**src/rtl/bpt_pkg.sv**
```systemverilog
package bpt_pkg;

    typedef enum logic [1:0] {
        ST_IDLE = 2'd0,
        ST_SRC  = 2'd1,
        ST_DST  = 2'd2
    } bpt_state_e;

    typedef struct packed {
        logic again;    // repeat while counter nonzero
        logic down;     // pointer steps downward
        logic to_port;  // memory -> port when set
    } bpt_mode_t;

endpackage

```
**src/rtl/bpt_decode.sv**
```systemverilog
module bpt_decode
    import bpt_pkg::*;
#(
    parameter int OP_W      = 8,
    parameter int AGAIN_BIT = 4,
    parameter int DOWN_BIT  = 3,
    parameter int DIR_BIT   = 0
) (
    input  logic [OP_W-1:0] opcode,
    output logic            valid,
    output bpt_mode_t       mode
);
    localparam logic [OP_W-1:0] FIXED_MASK  = OP_W'(8'hE6);
    localparam logic [OP_W-1:0] FIXED_VALUE = OP_W'(8'hA2);

    always_comb begin
        valid        = (opcode & FIXED_MASK) == FIXED_VALUE;
        mode.again   = opcode[AGAIN_BIT];
        mode.down    = opcode[DOWN_BIT];
        mode.to_port = opcode[DIR_BIT];
    end
endmodule

```
**src/rtl/bpt_step_math.sv**
```systemverilog
module bpt_step_math #(
    parameter int DATA_W = 8,
    parameter int Z_BIT  = 6,
    parameter int N_BIT  = 1
) (
    input  logic [DATA_W-1:0]   cnt,
    input  logic [2*DATA_W-1:0] ptr,
    input  logic [DATA_W-1:0]   flags,
    input  logic                down,
    input  logic                again,
    output logic [DATA_W-1:0]   cnt_next,
    output logic [2*DATA_W-1:0] ptr_next,
    output logic [DATA_W-1:0]   flags_next,
    output logic                rewind
);
    localparam int WORD_W = 2 * DATA_W;

    logic cnt_zero;

    always_comb begin
        cnt_next = cnt - DATA_W'(1);
        cnt_zero = (cnt_next == '0);
        ptr_next = down ? (ptr - WORD_W'(1)) : (ptr + WORD_W'(1));
        rewind   = again && !cnt_zero;
    end

    for (genvar i = 0; i < DATA_W; i++) begin : g_flag
        if (i == Z_BIT) begin : g_zero
            assign flags_next[i] = cnt_zero;
        end else if (i == N_BIT) begin : g_sub
            assign flags_next[i] = 1'b1;
        end else begin : g_keep
            assign flags_next[i] = flags[i];
        end
    end
endmodule

```
**src/rtl/bpt_engine.sv**
```systemverilog
module bpt_engine
    import bpt_pkg::*;
#(
    parameter int DATA_W = 8,
    parameter int Z_BIT  = 6,
    parameter int N_BIT  = 1
) (
    input  logic                 clk,
    input  logic                 rst_n,
    input  logic                 start_i,
    input  logic [7:0]           opcode_i,
    input  logic [DATA_W-1:0]    cnt_i,
    input  logic [DATA_W-1:0]    sel_i,
    input  logic [2*DATA_W-1:0]  ptr_i,
    input  logic [DATA_W-1:0]    flags_i,
    output logic [2*DATA_W-1:0]  port_addr_o,
    output logic                 port_rd_o,
    output logic                 port_wr_o,
    output logic [DATA_W-1:0]    port_wdata_o,
    input  logic [DATA_W-1:0]    port_rdata_i,
    input  logic                 port_ack_i,
    output logic [2*DATA_W-1:0]  mem_addr_o,
    output logic                 mem_rd_o,
    output logic                 mem_wr_o,
    output logic [DATA_W-1:0]    mem_wdata_o,
    input  logic [DATA_W-1:0]    mem_rdata_i,
    input  logic                 mem_ack_i,
    output logic                 busy_o,
    output logic                 done_o,
    output logic [DATA_W-1:0]    cnt_o,
    output logic [2*DATA_W-1:0]  ptr_o,
    output logic [DATA_W-1:0]    flags_o,
    output logic                 rewind_o
);
    localparam int WORD_W = 2 * DATA_W;

    typedef struct packed {
        bpt_state_e        st;
        bpt_mode_t         mode;
        logic [DATA_W-1:0] cnt;
        logic [DATA_W-1:0] sel;
        logic [WORD_W-1:0] ptr;
        logic [DATA_W-1:0] flg;
        logic [DATA_W-1:0] data;
        logic              done;
        logic              rewind;
        logic [DATA_W-1:0] cnt_res;
        logic [WORD_W-1:0] ptr_res;
        logic [DATA_W-1:0] flg_res;
    } regs_t;

    regs_t r_q, r_d;

    logic              op_valid;
    bpt_mode_t         op_mode;
    logic [DATA_W-1:0] cnt_nx;
    logic [WORD_W-1:0] ptr_nx;
    logic [DATA_W-1:0] flg_nx;
    logic              rew_nx;
    logic              src_ack;
    logic              dst_ack;
    logic [DATA_W-1:0] src_data;

    bpt_decode u_decode (
        .opcode (opcode_i),
        .valid  (op_valid),
        .mode   (op_mode)
    );

    bpt_step_math #(
        .DATA_W (DATA_W),
        .Z_BIT  (Z_BIT),
        .N_BIT  (N_BIT)
    ) u_math (
        .cnt        (r_q.cnt),
        .ptr        (r_q.ptr),
        .flags      (r_q.flg),
        .down       (r_q.mode.down),
        .again      (r_q.mode.again),
        .cnt_next   (cnt_nx),
        .ptr_next   (ptr_nx),
        .flags_next (flg_nx),
        .rewind     (rew_nx)
    );

    // Source side is the port for input steps, memory for output steps.
    always_comb begin
        src_ack  = r_q.mode.to_port ? mem_ack_i   : port_ack_i;
        dst_ack  = r_q.mode.to_port ? port_ack_i  : mem_ack_i;
        src_data = r_q.mode.to_port ? mem_rdata_i : port_rdata_i;
    end

    always_comb begin
        r_d      = r_q;
        r_d.done = 1'b0;
        unique case (r_q.st)
            ST_IDLE: begin
                if (start_i && op_valid) begin
                    r_d.st   = ST_SRC;
                    r_d.mode = op_mode;
                    r_d.cnt  = cnt_i;
                    r_d.sel  = sel_i;
                    r_d.ptr  = ptr_i;
                    r_d.flg  = flags_i;
                end
            end
            ST_SRC: begin
                if (src_ack) begin
                    r_d.data = src_data;
                    r_d.st   = ST_DST;
                end
            end
            ST_DST: begin
                if (dst_ack) begin
                    r_d.st      = ST_IDLE;
                    r_d.done    = 1'b1;
                    r_d.cnt_res = cnt_nx;
                    r_d.ptr_res = ptr_nx;
                    r_d.flg_res = flg_nx;
                    r_d.rewind  = rew_nx;
                end
            end
            default: r_d.st = ST_IDLE;
        endcase
    end

    always_ff @(posedge clk) begin
        if (!rst_n) begin
            r_q <= '0;
        end else begin
            r_q <= r_d;
        end
    end

    always_comb begin
        port_rd_o    = (r_q.st == ST_SRC) && !r_q.mode.to_port;
        mem_rd_o     = (r_q.st == ST_SRC) &&  r_q.mode.to_port;
        mem_wr_o     = (r_q.st == ST_DST) && !r_q.mode.to_port;
        port_wr_o    = (r_q.st == ST_DST) &&  r_q.mode.to_port;
        port_addr_o  = {r_q.cnt, r_q.sel};
        mem_addr_o   = r_q.ptr;
        port_wdata_o = r_q.data;
        mem_wdata_o  = r_q.data;
        busy_o       = (r_q.st != ST_IDLE);
        done_o       = r_q.done;
        cnt_o        = r_q.cnt_res;
        ptr_o        = r_q.ptr_res;
        flags_o      = r_q.flg_res;
        rewind_o     = r_q.rewind;
    end
endmodule

```
**config.mk**
```make
export PLATFORM = sky130hd
export DESIGN_NAME = bpt_engine
export DESIGN_NICKNAME = d
export VERILOG_FILES = /design/src/rtl/bpt_pkg.sv /design/src/rtl/bpt_decode.sv /design/src/rtl/bpt_step_math.sv /design/src/rtl/bpt_engine.sv
export SDC_FILE = /design/constraint.sdc
export NUM_CORES = 1
export LEC_CHECK = 0
export BUFFER_PORTS_ARGS = -buffer_cell sky130_fd_sc_hd__clkbuf_2
export CAP_MARGIN = 20
export CORE_AREA = 2 2 104 106
export CTS_CLUSTER_DIAMETER = 30
export DETAILED_ROUTE_END_ITERATION = 10
export DIE_AREA = 0 0 106 108
export GPL_ROUTABILITY_DRIVEN = 0
export PLACE_DENSITY = 0.73
export SLEW_MARGIN = 5
export SYNTH_ARGS = -nofsm -noshare
export SYNTH_HDL_FRONTEND = slang
export SYNTH_SLANG_ARGS = --single-unit
export TNS_END_PERCENT = 100
```
**constraint.sdc**
```tcl
create_clock -name clk -period 2.1 [get_ports clk]
set_input_delay 0.42 -clock clk [delete_from_list [all_inputs] [get_ports clk]]
set_output_delay 0.42 -clock clk [all_outputs]
set_load 0.01 [all_outputs]
```
==> results of run 1 <==
## how the worst max path moves through the flow
stage                             start         to  slack [ps]  depth (start not counted)
after floorplan                 r_q[83]  ptr_o[14]          30                          6
after global placement    mem_addr_o[0]  ptr_o[14]          -2                          6
after detailed placement  mem_addr_o[0]   ptr_o[8]         -30                          6
after CTS                       r_q[83]  ptr_o[15]           8                          8
after global routing            r_q[83]  ptr_o[15]         -40                          8
final                           r_q[83]  ptr_o[15]          10                          8
## cell type report
cell class,count,share of cell area (%)
Clock inverter,6,0.8971
Tap cell,136,3.211
Multi-Input combinational cell,376,42.52
Inverter,6,0.4249
Clock buffer,10,2.408
Sequential cell,85,32.22
Timing Repair Buffer,176,18.32
## cell families (layout without fill, tap and decap cells)
kind of cell | count (synthesis) | in the layout | synth area share, %
xor gates and xnor gates | 10 | 10 | 1.890
DFF | 85 | 85 | 36.72
adders and majority gates | 17 | 17 | 4.752
buffers and inverters | 116 | 198 | 16.28
and+or+nand+nor | 209 | 209 | 20.17
muxes | 13 | 13 | 2.835
AOI/OAI and AO/OA | 127 | 127 | 17.36
## through the flow
step / instances / power [mW] / util, % / setup slack [ps]
5_1_grt: 795 / 2.953 / 51.80 / -40.54
2_1_floorplan: 577 / 1.740 / - / 31.09
4_1_cts: 794 / 2.867 / 51.00 / 8.117
3_5_place_dp: 778 / 1.821 / 49.16 / -33.39
6_report: 795 / 2.843 / 51.80 / 12.32
3_3_place_gp: 778 / 1.817 / 49.16 / -2.419
## worst max-delay path, stage by stage, from the launching register on
cell and delay (ps):
dfxtp_4 380, buf_4 170, buf_6 140, ha_2 410
nand3_1 110, nor2_1 190, o2111ai_1 210, and4_1 240
o31ai_1 170
## power by group through the flow
| stage | registers, mW | clock network [mW] | logic (mW) |
|---|---|---|---|
| 6_report | 1.62 | 1.06 | 0.161 |
| 5_1_grt | 1.63 | 1.15 | 0.177 |
| 4_1_cts | 1.62 | 1.08 | 0.160 |
| 3_5_place_dp | 1.66 | 0 | 0.158 |
| 3_3_place_gp | 1.66 | 0 | 0.155 |
| 2_1_floorplan | 1.66 | 0 | 0.0793 |
## flip-flops by register name, summed over array words and instances, names as in the netlist
signal       count
port_addr_o     16
done_o           1
r_q             11
mem_addr_o      16
flags_o          8
ptr_o           16
mem_wdata_o      8
cnt_o            8
rewind_o         1
## repair_timing
action / 4_1_cts / 5_1_grt
endpoints found under the setup margin: 3 / 5
hold buffers: 0 / 0
resized for setup: 3 / 19
setup buffers: 0 / 1
pin swaps: 2 / 5
gates cloned: 0 / 0
## metal layers
metal	global-route usage (%)	vias up	part of all wire, %
met5	0	-	0
met4	9.492	0	2.8
met3	3.315	28	6.4
met2	31.80	158	46
met1	25.07	1875	44
li1	-	2063	-
## placed cells by master, fill, tap and decap left out, drive strengths merged, types with 2 or more instances in the layout
cell	count
clkbuf	163
nand2	117
dfxtp	85
a21oi	63
nor2	37
buf	23
nand3	17
a211oi	17
ha	16
o21ai	13
mux2i	12
xnor2	10
inv	7
nor3	6
and3	5
nor4	5
o31ai	4
o211ai	4
clkinvlp	4
a21o	4
and2	3
o21a	3
a31oi	3
and4	3
nand2b	2
nor3b	2
nor2b	2
nand4	2
or3	2
o2111ai	2
a2111oi	2
==> impl_results.md, run 1 <==
- CTS Buf Count: 9
- P_sw: 0.7141 mW
- I/O Buffers: 153
- Yosys top cell area share: 36.72%
- DRT Wirelength: 11.58 mm
- CTS clock-pin slew for the worst setup and hold paths: 90 ps
- Clk sinks: 85
- CP arrival: 2370 ps
- Crit end category: flip-flop
- Post-synth EDFFs: 0
- Fmax: 479.0 MHz
- Sequential area share after synthesis: 36.72%
- Final setup viols: 0
- Mapped Cells: 577
- CTS root buf: clkbuf_8
- Hold EP: port_addr_o[6]
- Die height: 108 um
- Endpoints failing hold: 0
- Worst Setup Path Type: reg -> reg
- Number of unique standard cell types used by synthesis: 61
- Vias per cell: 5.187
- Grt ovf: 0
- DIE AREA: 11450 um2
- Vias in the first global route: 3780
- DR pass1 iterations: 4
- Most frequent cell after synthesis: nand2_1
- Worst hold margin: 268.6 ps
- Syn Area/Cell: 8.032 um2
- Worst VDD drop: 0.2637 mV
- Synth area leaders: dfxtp_1, buf_4, nand2_1
- Share of layout cells above drive strength 1: 33.08%
- Post-DRT Antenna Nets: 0
- Initial Util: 45.30%
- Area grow syn2layout: 14.36%
- CTS tree: yes
- Slew Limit Headroom: 69.97%
- DRC: 0
- I/O pin count: 156
- Worst Path Required: 2380 ps
- Synthesized flop and latch total: 85
- Total negative slack: 0 ps
- Post-Synthesis Cell Area: 4634 um2
- RSZ-0062 raised after global routing: yes
- Combinational power share: 5.7%
- Die Wd: 106 um
- Reg power frac: 57.1%
- Violation count after the first detailed-routing iteration: 296
- Slew Limit Fails: 0
- HPWL after DPL: 8.598 mm
- Total GRT Usage: 19.47%
- Multi-input gate area: 2253 um2
- Leak: 2.227 nW
- Critical Path Source Type: flip-flop
- Ys async rst share: 0%
- Max Buffers Root-to-Sink: 2
- Outcome: complete, no violations
- R2r startpoint: r_q[83]
- Post-synth top flop: dfxtp_1
- Fillers: 998
- Final Cycle Share: 99.41%
- FF-to-FF setup slack: 10 ps
- Placed cell areas: 5030 um2
- Clk Latency, worst-skew pair: 360 ps
- Largest net degree at the start of global routing: 42
- Max-Cap Viols: 0
- Synthesized Nets: 663
- First-pass GRT wire length: 17.83 mm
- Maximum fanout along the worst path: 7
- Final instance area: 5300 um2
- Leading area contributor after synthesis: dfxtp_1
- Nets: 740
- Sw Share: 25.12%
- Cell Pwr Density: 536.3 nW/um2
- Antenna Cells: 0
- Register area: 1708 um2
- Worst min-delay path category: in -> reg
- Internal power: 2.128 mW
- Worst slew pin tran: 449.5 ps
- Clock power frac: 37.2%
- Via count: 4124
- Initial antenna violation count: 0
- Synth cell count leaders: nand2_1, dfxtp_1, buf_4, a21oi_1, nor2_1
- Routed len/inst: 14.56 um
- Period minus WS final: 2088 ps
- H-tree levels: 3
- Core Rows: 37
- WHS Path Cells: 3
- Synth warn: 0
- FF-to-FF path depth: 8
- Fin Clk Skew: 6.474 ps
- Min-delay src: sel_i[6]
- Core area: 10230 um2
- Reg2reg end: ptr_o[15]
Power figures use the tool's default switching activity.
==> run 2: changes to the inputs <==
- ABC_AREA: not set -> 1
- CORE_AREA: 2 2 104 106 -> 2 2 105 107
- DIE_AREA: 0 0 106 108 -> 0 0 107 109
- SETUP_SLACK_MARGIN: not set -> 0.1
==> run 2 against run 1 <==
Setup slack better by 280 ps. Highest routed layer unchanged. Global-route usage down 2.2 points. First-iteration DRC count down 41%. Total power up 6.7%. Critical path depth up 2. Non-clock buffer count down 13.
==> impl_results.md, run 2 <==
- Clk sinks: 85
- RSZ-0062 raised after global routing: yes
- Placed cell areas: 4932 um2
- Vias per cell: 4.634
- Leading area contributor after synthesis: dfxtp_1
- Commonest non-fill, non-tap cell in the layout: clkbuf_2
- CP arrival: 2070 ps
- Violation count after the first detailed-routing iteration: 175
- Core Rows: 38
- Area grow syn2layout: 9.907%
- Fmax: 553.9 MHz
- Total negative slack: 0 ps
- DIE AREA: 11660 um2
- Cell mode on critical path: nand2_1
- Final Cycle Share: 85.97%
- Worst Setup Path Type: reg -> reg
- Worst Path Required: 2370 ps
- Final setup viols: 0
- DRT Wirelength: 9.828 mm
- Number of unique standard cell types used by synthesis: 30
- Outcome: complete, no violations
- Post-DRT Antenna Nets: 0
- Endpoints failing hold: 0
- Worst VDD drop: 0.3218 mV
- Via count: 3985
- Nets: 802
- Max-Cap Viols: 0
- Most frequent cell after synthesis: nand2_1
- Share of layout cells above drive strength 1: 25.97%
- Worst min-delay path category: in -> reg
- Cell Pwr Density: 585.6 nW/um2
- I/O pin count: 156
- CTS Buf Count: 9
- Synth cell count leaders: nand2_1, dfxtp_1, buf_4, inv_1, a21oi_1
- DRC: 0
- Slowest stage cell on the critical path: dfxtp_2
- Post-synth EDFFs: 0
- Final instance area: 5177 um2
- Period minus WS final: 1805 ps
- Critical path cell sequence: buf_6 -> ha_1 -> a21oi_1 -> o21ai_0 -> a21oi_1 -> nand2_1 -> nand2_1 -> nand3_1 -> nand2_1 -> inv_1
- H-tree levels: 3
- Synth area leaders: dfxtp_1, buf_4, a21oi_1
- Clk Latency, worst-skew pair: 370 ps
- HPWL after DPL: 7.398 mm
- Yosys top cell area share: 36.12%
- Sequential area share after synthesis: 36.12%
- Most frequent cells in the layout: clkbuf_2, nand2_1, dfxtp_1
- Antenna Cells: 0
- Core area: 10600 um2
- Initial Util: 44.43%
- Initial antenna violation count: 0
- FF-to-FF setup slack: 290 ps
- WHS Path Cells: 3
- CTS clock-pin slew for the worst setup and hold paths: 80 ps
- Synthesized flop and latch total: 85
- First-pass GRT wire length: 15.92 mm
- I/O Buffers: 153
- Leak: 2.618 nW
- DR pass1 iterations: 4
- Die height: 109 um
- Die Wd: 107 um
- Post-Synthesis Cell Area: 4711 um2
- CTS root buf: clkbuf_8
- Mapped Cells: 649
- Slew Limit Fails: 0
- Crit end category: flip-flop
- Fin Clk Skew: 8.017 ps
- Synth warn: 0
- Routed len/inst: 11.43 um
- Synthesized Nets: 735
- Max Buffers Root-to-Sink: 2
- Post-synth top flop: dfxtp_1
- Worst slew pin tran: 509.8 ps
- Slew Limit Headroom: 65.81%
- Syn Area/Cell: 7.259 um2
- Max incr delay on CP: 360 ps
- Critical Path Source Type: flip-flop
- Ys async rst share: 0%
- Vias in the first global route: 3388
- Largest net degree at the start of global routing: 84
- CTS tree: yes
- Total chip power: 3.032 mW
- Grt ovf: 0
- Total GRT Usage: 17.24%
- Maximum fanout along the worst path: 12
- FF-to-FF path depth: 10
-- run 2: changes by cell type after synthesis, sizes merged, moves of 8 or more --
cell    previous run  this run
clkbuf            19        11
o21ai             13        79
mux2i             12         0
xnor2             10         2
inv                6        83
nor2              37        61
nand2            117        93
a211oi            17         0
-- run 2: timing repair --
| action | CTS | global route |
|---|---|---|
| endpoints found under the setup margin | 0 | 13 |
| setup buffers | 0 | 3 |
| gates resized for setup | 0 | 5 |
| hold buffers | 0 | 0 |
-- run 2: final timing paths --
kind,from,to
worst max register to register,r_q[83],ptr_o[15]
worst max-delay path,r_q[83],ptr_o[15]
worst min register to register,r_q[84],r_q[84]
worst min-delay path,port_rdata_i[2],mem_wdata_o[2]
-- run 2: final cells by class --
cell class | count | area [um2]
Fill cell | 1118 | 5425
Sequential cell | 85 | 1703
Clock inverter | 4 | 56.30
Tap cell | 140 | 175.2
Multi-Input combinational cell | 373 | 1907
Clock buffer | 11 | 151.4
Timing Repair Buffer | 163 | 869.6
Inverter | 84 | 315.3
-- run 2: critical path, delay by kind of cell (launching register included) --
family	cells	cell delay, ps
AOI/OAI and AO/OA	3	540
adders and majority gates	1	340
buffers and inverters	2	180
DFF	1	360
and+or+nand+nor	4	290
-- run 2: cells by family after synthesis --
kind of cell	after synthesis	synth area share, %
buffers and inverters	191	23.61
AND/OR/NAND/NOR	183	15.96
AO/OA/AOI/OAI	164	17.95
flip-flops	85	36.12
adder cells (fa/ha/maj)	17	4.675
XOR/XNOR	9	1.673
-- run 2: per-stage QoR --
stage	hold WS, ps	setup slack [ps]	utilization, %	std cells
2_1_floorplan	424.0	278.8	-	649
3_3_place_gp	432.9	252.6	46.52	842
3_5_place_dp	438.1	205.2	46.52	842
4_1_cts	281.4	185.9	48.48	857
5_1_grt	275.0	70.88	48.83	860
6_report	291.3	294.6	48.83	860
-- run 2: layer usage --
metal  share of wire, %  GRT usage (%)
met5                  0              0
met4                1.8          7.050
met3                7.4          4.961
met2                 42          25.39
met1                 49          23.69
-- run 2: power breakdown --
group          internal (mW)  switching, mW
combinational         0.0885          0.103
clock                  0.616          0.591
sequential              1.62         0.0101
total                   2.33          0.704
